`src/rtl/regslice_pkg.sv`:
```
`timescale 1ns/1ps
// Shared definitions for the valid/ready register slice.
// Assumes: nothing; the package only holds the variant selector type.
package regslice_pkg;
    // Variant selector; the numeric values are used in the requirements.
    typedef enum logic [1:0] {
        SLICE_FULL = 2'd0,
        SLICE_FWD  = 2'd1,
        SLICE_REV  = 2'd2
    } slice_mode_e;
endpackage

```
`src/rtl/slice_full.sv`:
```
`timescale 1ns/1ps
// Full register slice: a two-entry ping-pong store with an output multiplexer.
// up_ready, dn_valid and dn_data depend on flops only, so no same-cycle input
// reaches any output. Order is kept by one-bit write and read pointers.
// Assumes: the source holds up_valid and up_data until it sees up_ready.
module slice_full #(
    parameter int DATA_W = 8
) (
    input  logic              clk,
    input  logic              rst_n,
    input  logic              up_valid,
    output logic              up_ready,
    input  logic [DATA_W-1:0] up_data,
    output logic              dn_valid,
    input  logic              dn_ready,
    output logic [DATA_W-1:0] dn_data
);
    localparam int SLOTS = 2;

    logic [DATA_W-1:0] slot_q [SLOTS];
    logic [SLOTS-1:0]  full_q;
    logic              wr_ptr_q;
    logic              rd_ptr_q;
    logic              wr_en;
    logic              rd_en;

    // Handshake decode on each side.
    assign wr_en = up_valid && up_ready;
    assign rd_en = dn_valid && dn_ready;

    // Occupancy flags and pointers; each pointer toggles on its own side's transfer.
    always_ff @(posedge clk) begin
        if (!rst_n) begin
            full_q   <= '0;
            wr_ptr_q <= 1'b0;
            rd_ptr_q <= 1'b0;
        end else begin
            if (wr_en) begin
                full_q[wr_ptr_q] <= 1'b1;
                wr_ptr_q         <= ~wr_ptr_q;
            end
            if (rd_en) begin
                full_q[rd_ptr_q] <= 1'b0;
                rd_ptr_q         <= ~rd_ptr_q;
            end
        end
    end

    // One payload register per slot, loaded when the write pointer selects it.
    for (genvar i = 0; i < SLOTS; i++) begin : g_slot
        always_ff @(posedge clk) begin
            if (wr_en && (wr_ptr_q == i[0])) begin
                slot_q[i] <= up_data;
            end
        end
    end

    // Flop-only decode of the handshake outputs and the output multiplexer.
    assign up_ready = ~&full_q;
    assign dn_valid = full_q[rd_ptr_q];
    assign dn_data  = slot_q[rd_ptr_q];
endmodule

```
`src/rtl/slice_fwd.sv`:
```
`timescale 1ns/1ps
// Forward register slice: one registered stage for valid and payload.
// up_ready is combinational on dn_ready, so the stage refills in the same
// cycle it empties and keeps a rate of one transfer per clock.
// Assumes: the sink may hold dn_ready low for any number of cycles.
module slice_fwd #(
    parameter int DATA_W = 8
) (
    input  logic              clk,
    input  logic              rst_n,
    input  logic              up_valid,
    output logic              up_ready,
    input  logic [DATA_W-1:0] up_data,
    output logic              dn_valid,
    input  logic              dn_ready,
    output logic [DATA_W-1:0] dn_data
);
    logic              valid_q;
    logic [DATA_W-1:0] data_q;

    // The stage may load when it is empty or is being emptied in this cycle.
    assign up_ready = !valid_q || dn_ready;

    // Valid flag of the stage.
    always_ff @(posedge clk) begin
        if (!rst_n) begin
            valid_q <= 1'b0;
        end else if (up_ready) begin
            valid_q <= up_valid;
        end
    end

    // Payload register, loaded on each upstream transfer.
    always_ff @(posedge clk) begin
        if (up_valid && up_ready) begin
            data_q <= up_data;
        end
    end

    assign dn_valid = valid_q;
    assign dn_data  = data_q;
endmodule

```
`src/rtl/slice_rev.sv`:
```
`timescale 1ns/1ps
// Reverse register slice: a skid register makes up_ready a flop output.
// When the sink stalls while a transfer is offered and the skid register is
// empty, the transfer is parked there. Otherwise valid and data pass straight on.
// Assumes: the source holds up_valid and up_data until it sees up_ready.
module slice_rev #(
    parameter int DATA_W = 8
) (
    input  logic              clk,
    input  logic              rst_n,
    input  logic              up_valid,
    output logic              up_ready,
    input  logic [DATA_W-1:0] up_data,
    output logic              dn_valid,
    input  logic              dn_ready,
    output logic [DATA_W-1:0] dn_data
);
    logic              skid_full_q;
    logic [DATA_W-1:0] skid_data_q;

    // Skid occupancy: fill on a stalled pass-through, drain when the sink takes it.
    always_ff @(posedge clk) begin
        if (!rst_n) begin
            skid_full_q <= 1'b0;
        end else if (!skid_full_q) begin
            skid_full_q <= up_valid && !dn_ready;
        end else if (dn_ready) begin
            skid_full_q <= 1'b0;
        end
    end

    // Skid payload, captured when a stalled transfer is parked.
    always_ff @(posedge clk) begin
        if (!skid_full_q && up_valid && !dn_ready) begin
            skid_data_q <= up_data;
        end
    end

    assign up_ready = !skid_full_q;
    assign dn_valid = skid_full_q || up_valid;
    assign dn_data  = skid_full_q ? skid_data_q : up_data;
endmodule

```
`src/rtl/pipe_slice.sv`:
```
`timescale 1ns/1ps
// Top of the valid/ready pipeline register slice. MODE selects the variant
// that is built: full, forward or reverse.
// Assumes: one clock domain, synchronous active-low reset.
module pipe_slice #(
    parameter int                        DATA_W = 8,
    parameter regslice_pkg::slice_mode_e MODE   = regslice_pkg::SLICE_FULL
) (
    input  logic              clk,
    input  logic              rst_n,
    input  logic              up_valid,
    output logic              up_ready,
    input  logic [DATA_W-1:0] up_data,
    output logic              dn_valid,
    input  logic              dn_ready,
    output logic [DATA_W-1:0] dn_data
);
    // Variant selection.
    if (MODE == regslice_pkg::SLICE_FULL) begin : g_full
        slice_full #(.DATA_W(DATA_W)) u_core (
            .clk(clk), .rst_n(rst_n),
            .up_valid(up_valid), .up_ready(up_ready), .up_data(up_data),
            .dn_valid(dn_valid), .dn_ready(dn_ready), .dn_data(dn_data)
        );
    end else if (MODE == regslice_pkg::SLICE_FWD) begin : g_fwd
        slice_fwd #(.DATA_W(DATA_W)) u_core (
            .clk(clk), .rst_n(rst_n),
            .up_valid(up_valid), .up_ready(up_ready), .up_data(up_data),
            .dn_valid(dn_valid), .dn_ready(dn_ready), .dn_data(dn_data)
        );
    end else begin : g_rev
        slice_rev #(.DATA_W(DATA_W)) u_core (
            .clk(clk), .rst_n(rst_n),
            .up_valid(up_valid), .up_ready(up_ready), .up_data(up_data),
            .dn_valid(dn_valid), .dn_ready(dn_ready), .dn_data(dn_data)
        );
    end
endmodule

```
`config.mk`:
```
export PLATFORM = sky130hd
export DESIGN_NAME = pipe_slice
export DESIGN_NICKNAME = d
export VERILOG_FILES = /design/src/rtl/regslice_pkg.sv /design/src/rtl/slice_full.sv /design/src/rtl/slice_fwd.sv /design/src/rtl/slice_rev.sv /design/src/rtl/pipe_slice.sv
export SDC_FILE = /design/constraint.sdc
export NUM_CORES = 1
export LEC_CHECK = 0
export ABC_AREA = 1
export ABC_CLOCK_PERIOD_IN_PS = 1930
export BUFFER_PORTS_ARGS = -buffer_cell sky130_fd_sc_hd__buf_4
export CORE_ASPECT_RATIO = 1.4
export CORE_UTILIZATION = 40
export CTS_CLUSTER_SIZE = 10
export DETAILED_ROUTE_END_ITERATION = 7
export PLACE_DENSITY = 0.76
export SYNTH_ARGS = -nofsm -noshare
export SYNTH_HDL_FRONTEND = slang
export SYNTH_HIERARCHICAL = 1
export SYNTH_SLANG_ARGS = --single-unit
```
`constraint.sdc`:
```
create_clock -name clk -period 1.93 [get_ports clk]
set_clock_uncertainty 0.2 [all_clocks]
set_input_delay 0 -clock clk [delete_from_list [all_inputs] [get_ports clk]]
set_output_delay 0 -clock clk [all_outputs]
set_load 0.03 [all_outputs]
```
### After elaboration in Yosys (flattened, before gate mapping)

Memory sizes are Yosys's and may differ from the RTL's. A register that Yosys moved wholly into a read port is not among the register bits.
Index checks and enable logic that the tools add are counted.

* logic and storage cells: 40
* memories kept: 1
* bits in latches: 0
* input port bits: 12
* ROM bits: 0
* memory bits (writable): 16
* flip-flop bits (word level): 4

Memories
* g_full.u_core.slot_q: words 2, bits a word 8, rd ports 1, clocked after memory_dff 1, wr ports 1, line slice_full.sv:20 `logic [DATA_W-1:0] slot_q [SLOTS];`

* multiply operators: 0
* equal/unequal tests: 0
* reduce and logical (&&, ||, !) cells: 9
* div/mod/pow operators: 0
* bitwise operators: 5
* shifts and indexed selects: 0
* magnitude comparators: 4
* add/sub/neg operators: 0
* mux-type cells: 18

Operator list (count)
* two-way mux 1 bit: 12
* two-way mux 8 bit: 1
* OR reduction 8 bit: 1
* logical AND 1 bit: 6
* two-way mux 2 bit: 3
* less-than comparator 1 x 2 -> 1 bit (second input constant): 2
* AND 2 bit: 1
* demux 1 bit (select 1 bit): 2
* >= comparator 1 bit (second input constant): 2
* inverter 1 bit: 2
* inverter 2 bit: 1
* bitwise OR 2 bit: 1
* AND reduction 2 bit: 1
* zero test 1 bit: 1

### Depth between registers and ports, before layout

* depth after elaboration: 9
* depth in mapped cells: 4

### Worst setup path after synthesis

No wires, ideal clock.

* path type: flip-flop to output port
* start: register (tool-made name)
* end: output dn_data[3]
* path slack: 561 ps
* cell stages (with the launch flop): 3
* data required time: 1730 ps
* data arrival time: 1169 ps
* cells stage by stage: dfxtp_1 -> buf_6 -> o21ai_0

RTL lines
* end, declared: line pipe_slice.sv:16 `output logic [DATA_W-1:0] dn_data`

### Worst setup path after layout

* start: register g_full.u_core.full_q[0]
* end: register g_full.u_core.full_q[0]

* word-level cells in the longest chain between the ends: 7
* elaborated cells on any way between the ends: 11

RTL lines
* start, declared: line slice_full.sv:21 `logic [SLOTS-1:0] full_q;`
* start signal, assigned: line slice_full.sv:34 `full_q <= '0;`
* start signal, assigned by index: line slice_full.sv:39 `full_q[wr_ptr_q] <= 1'b1;`
* start signal, assigned by index: line slice_full.sv:43 `full_q[rd_ptr_q] <= 1'b0;`
* AND reduction 2 bit: line slice_full.sv:59 `assign up_ready = ~&full_q;`
* zero test 1 bit: line slice_full.sv:59
* logical AND 1 bit: line slice_full.sv:28 `assign wr_en = up_valid && up_ready;`
* two-way mux 2 bit: line slice_full.sv:38 `if (wr_en) begin`
* two-way mux 2 bit: line slice_full.sv:33 `if (!rst_n) begin`
* AND 2 bit (no line)
* two-way mux 2 bit (*): line slice_full.sv:42 `if (rd_en) begin`

Mark *: on every way between the ends. The rest lies on a longest branch, timed or not. The select of a mux whose other input is x is not followed.
A chain may end at the register's enable or synchronous reset.

==> summary.md <==
| Metric | Value |
|---|---|
| Antenna viol nets, final | `0` |
| Post-CTS Setup Inserts | `0` |
| Status | `completed` |
| Hold Path Depth | `2` |
| Drt drc | `0` |
| Initial DRT Pass Iterations | `2` |
| CTS Buffer Depth | `2` |
| Fmax | `about 0.65 GHz` |
| CTS tree | `yes` |
| Share of layout cells above drive strength 1 | `0.2571` |
| Largest net degree at the start of global routing | `17` |
| Post-Synth Adder-Cell Area | `0` |
| Largest family of logic cells by synthesized area | `simple AND/OR/NAND/NOR gates` |
| Final nets | `roughly 120` |
| Final period util | `0.7982` |
| Die Ht | `roughly 55 um` |
| Clock sinks | `21` |
| Fin. max-slew vios | `0` |
| Vias in the first global route | `553` |
| Synth warn | `6` |
| Pleak | `about 0.48 nW` |
| Worst r2r src | `g_full.u_core/full_q[0]$_SDFF_PN0_` |
| Worst R2R End | `g_full.u_core/full_q[0]$_SDFF_PN0_` |
| Commonest non-fill, non-tap cells in the layout | `buf_4, edfxtp_1, inv_1, dlygate4sd3_1, nand2_1` |
| H-tree depth | `1` |
| Worst hold-check path type | `primary input to flop` |
| Worst Setup End Kind | `flop` |
| CTS buffer count | `3` |
| Post-synthesis simple-gate area fraction | `0.1064` |
| Hold path startpoint | `up_data[2]` |
| VDD IR max | `approximately 0.00064 V` |
| Mapped Area | `about 800 um^2` |
| Clock root buffer | `clkbuf_4` |
| Fin crit period | `about 1.5 ns` |
| Final wirelength | `about 1400 um` |
| Post-Syn Instances | `68` |
| Synth Area in Compound Gates | `0.08764` |
| CTS hold repair buffers | `13` |
| Area leader, netlist | `edfxtp_1` |
| Fin. Hold Viols | `0` |
| Synth Area in XOR/XNOR | `0` |
| Via count | `570` |
| Total grt overflow | `0` |
| Final Setup Violations | `0` |
| Max Cap Viol | `0` |
| Sequential fraction of the synthesis area | `0.7261` |
| Syn Nets | `80` |
| Post-CTS resize count | `0` |
| P&R area growth vs syn | `41.00%` |
| # diodes | `0` |
| CP required | `around 1.9 ns` |
| # IOs | `22` |
| DPL Wire Length | `between 900 and 1000 um` |
| Power Density | `between 700 and 800 nW/um^2` |
| Worst hold margin | `between 0.2 and 0.25 ns` |
| Critical path launch point type | `flop` |
| Routed len/inst | `around 11 um` |
| Synth Area per Inst | `around 12 um^2` |
| Critical path class | `flop to flop` |
| Vias per std cell | `4.560` |
| Die Wd | `39.79 um` |
| Worst Max-Slew Pin Slew | `approximately 0.42 ns` |
| Clock transition at path regs | `about 0.11 ns` |
| Core Util, Final | `0.6180` |
| Buffers on Ports | `21` |
| R2R depth | `4` |
| Starting density of the core | `0.4383` |
| Max_slew headroom | `0.7173` |
| FP Rows | `18` |
| DRT iter0 DRCs | `10` |
| RSZ-0062 raised after global routing | `no` |
| Unique masters post-synth | `12` |
| Die area | `between 2000 and 2500 um^2` |
| Top cell type's share of synthesized area | `0.6009` |
| First-pass GRT wire length | `approximately 2300 um` |
| Gr usage total | `0.1620` |
| Worst Hold Path EP | `g_full.u_core/slot_q[1][2]$_DFFE_PP_` |
| Arrival @ worst endpoint | `1.53 ns` |
| Core ar. | `1824 um^2` |
| Most common cell after layout, fill and taps aside | `buf_4` |
| #FFs+latches synth | `21` |
| Final TNS setup | `0 ns` |
| Multiplexer area fraction after synthesis | `0` |
| RD Place Congestion | `between 0.7 and 0.8` |
| Initial antenna violation count | `0` |
| Largest cells by area after synthesis | `edfxtp_1, dfxtp_1, inv_1` |
| Clock latency at the later pin of the worst-skew pair | `just under 0.3 ns` |
| R2R Setup Slk | `0.39 ns` |
| Worst-path maximum fanout | `4` |
==> routing by layer <==
layer | vias to the layer above | share of wire | track usage
met2 | 17 | 0.52 | 0.2869
met4 | 0 | 0.0071 | 0.1034
met5 | - | 0 | 0
li1 | 301 | - | -
met1 | 250 | 0.44 | 0.1734
met3 | 2 | 0.035 | 0.02400
==> sequential cells by signal, summed over array words and instances (netlist names), named ones only <==
signal,count
g_full.u_core/slot_q,16
g_full.u_core/full_q,2
g_full.u_core/rd_ptr_q,1
g_full.u_core/wr_ptr_q,1
==> cell usage after synthesis <==
cell and number:
o21ai_0 8, buf_6 1, nor2_1 1, dfxtp_1 5, o21ai_1 1, inv_1 14
nand3_1 2, nand3_2 2, nand2_1 12, nand2_2 1, edfxtp_1 16, a21oi_1 5
==> area by class of cell <==
cell class / instances / area [um^2]
clock buffers: 4 / 26.28
inverters: 14 / 52.55
fillers: 158 / 696.9
repair buffers: 34 / 287.8
multi-input cells: 32 / 155.1
flip-flops and latches: 21 / 580.6
well taps: 20 / 25.02
==> worst max-delay path, cell delays in order (launching register included) <==
cell           delay, ns
dfxtp_1             0.40
nand2_2             0.10
nand3_1             0.10
a21oi_1             0.07
dlygate4sd3_1       0.56
==> power by group <==
group          internal (mW)  switching (mW)  leakage [nW]
sequential             0.516          0.0158         0.191
clock                 0.0804           0.120        0.0150
combinational         0.0717          0.0879         0.270
==> kinds of logic (layout without fill, tap and decap cells) <==
group | after synthesis | in the layout
DFF | 21 | 21
AOI/OAI and AO/OA | 14 | 14
buffers and inverters | 15 | 52
and+or+nand+nor | 18 | 18
==> how the worst max path moves through the flow <==
stage                                             startpoint                                    to  slack [ns]
final                     g_full.u_core/full_q[0]$_SDFF_PN0_    g_full.u_core/full_q[0]$_SDFF_PN0_        0.39
after global routing                                    flop                            dn_data[5]        0.30
after global placement    g_full.u_core/full_q[1]$_SDFF_PN0_  g_full.u_core/slot_q[1][4]$_DFFE_PP_        0.64
after floorplan                                         flop                            dn_data[3]        0.56
after detailed placement  g_full.u_core/full_q[1]$_SDFF_PN0_  g_full.u_core/slot_q[1][4]$_DFFE_PP_        0.58
after CTS                 g_full.u_core/full_q[1]$_SDFF_PN0_    g_full.u_core/full_q[0]$_SDFF_PN0_        0.41
==> per-stage QoR <==
step / area [um^2] / total power, mW / cells / worst slack [ns]
after floorplan: 799.5 / 0.6196 / 68 / 0.5614
after global placement: 970.9 / 0.6752 / 108 / 0.6355
after detailed placement: 970.9 / 0.6796 / 108 / 0.5758
after CTS: 1127 / 0.8998 / 125 / 0.4076
after global routing: 1127 / 0.9372 / 125 / 0.2979
final: 1127 / 0.8915 / 125 / 0.3895
No activity file was read; power rests on OpenSTA's default activity.
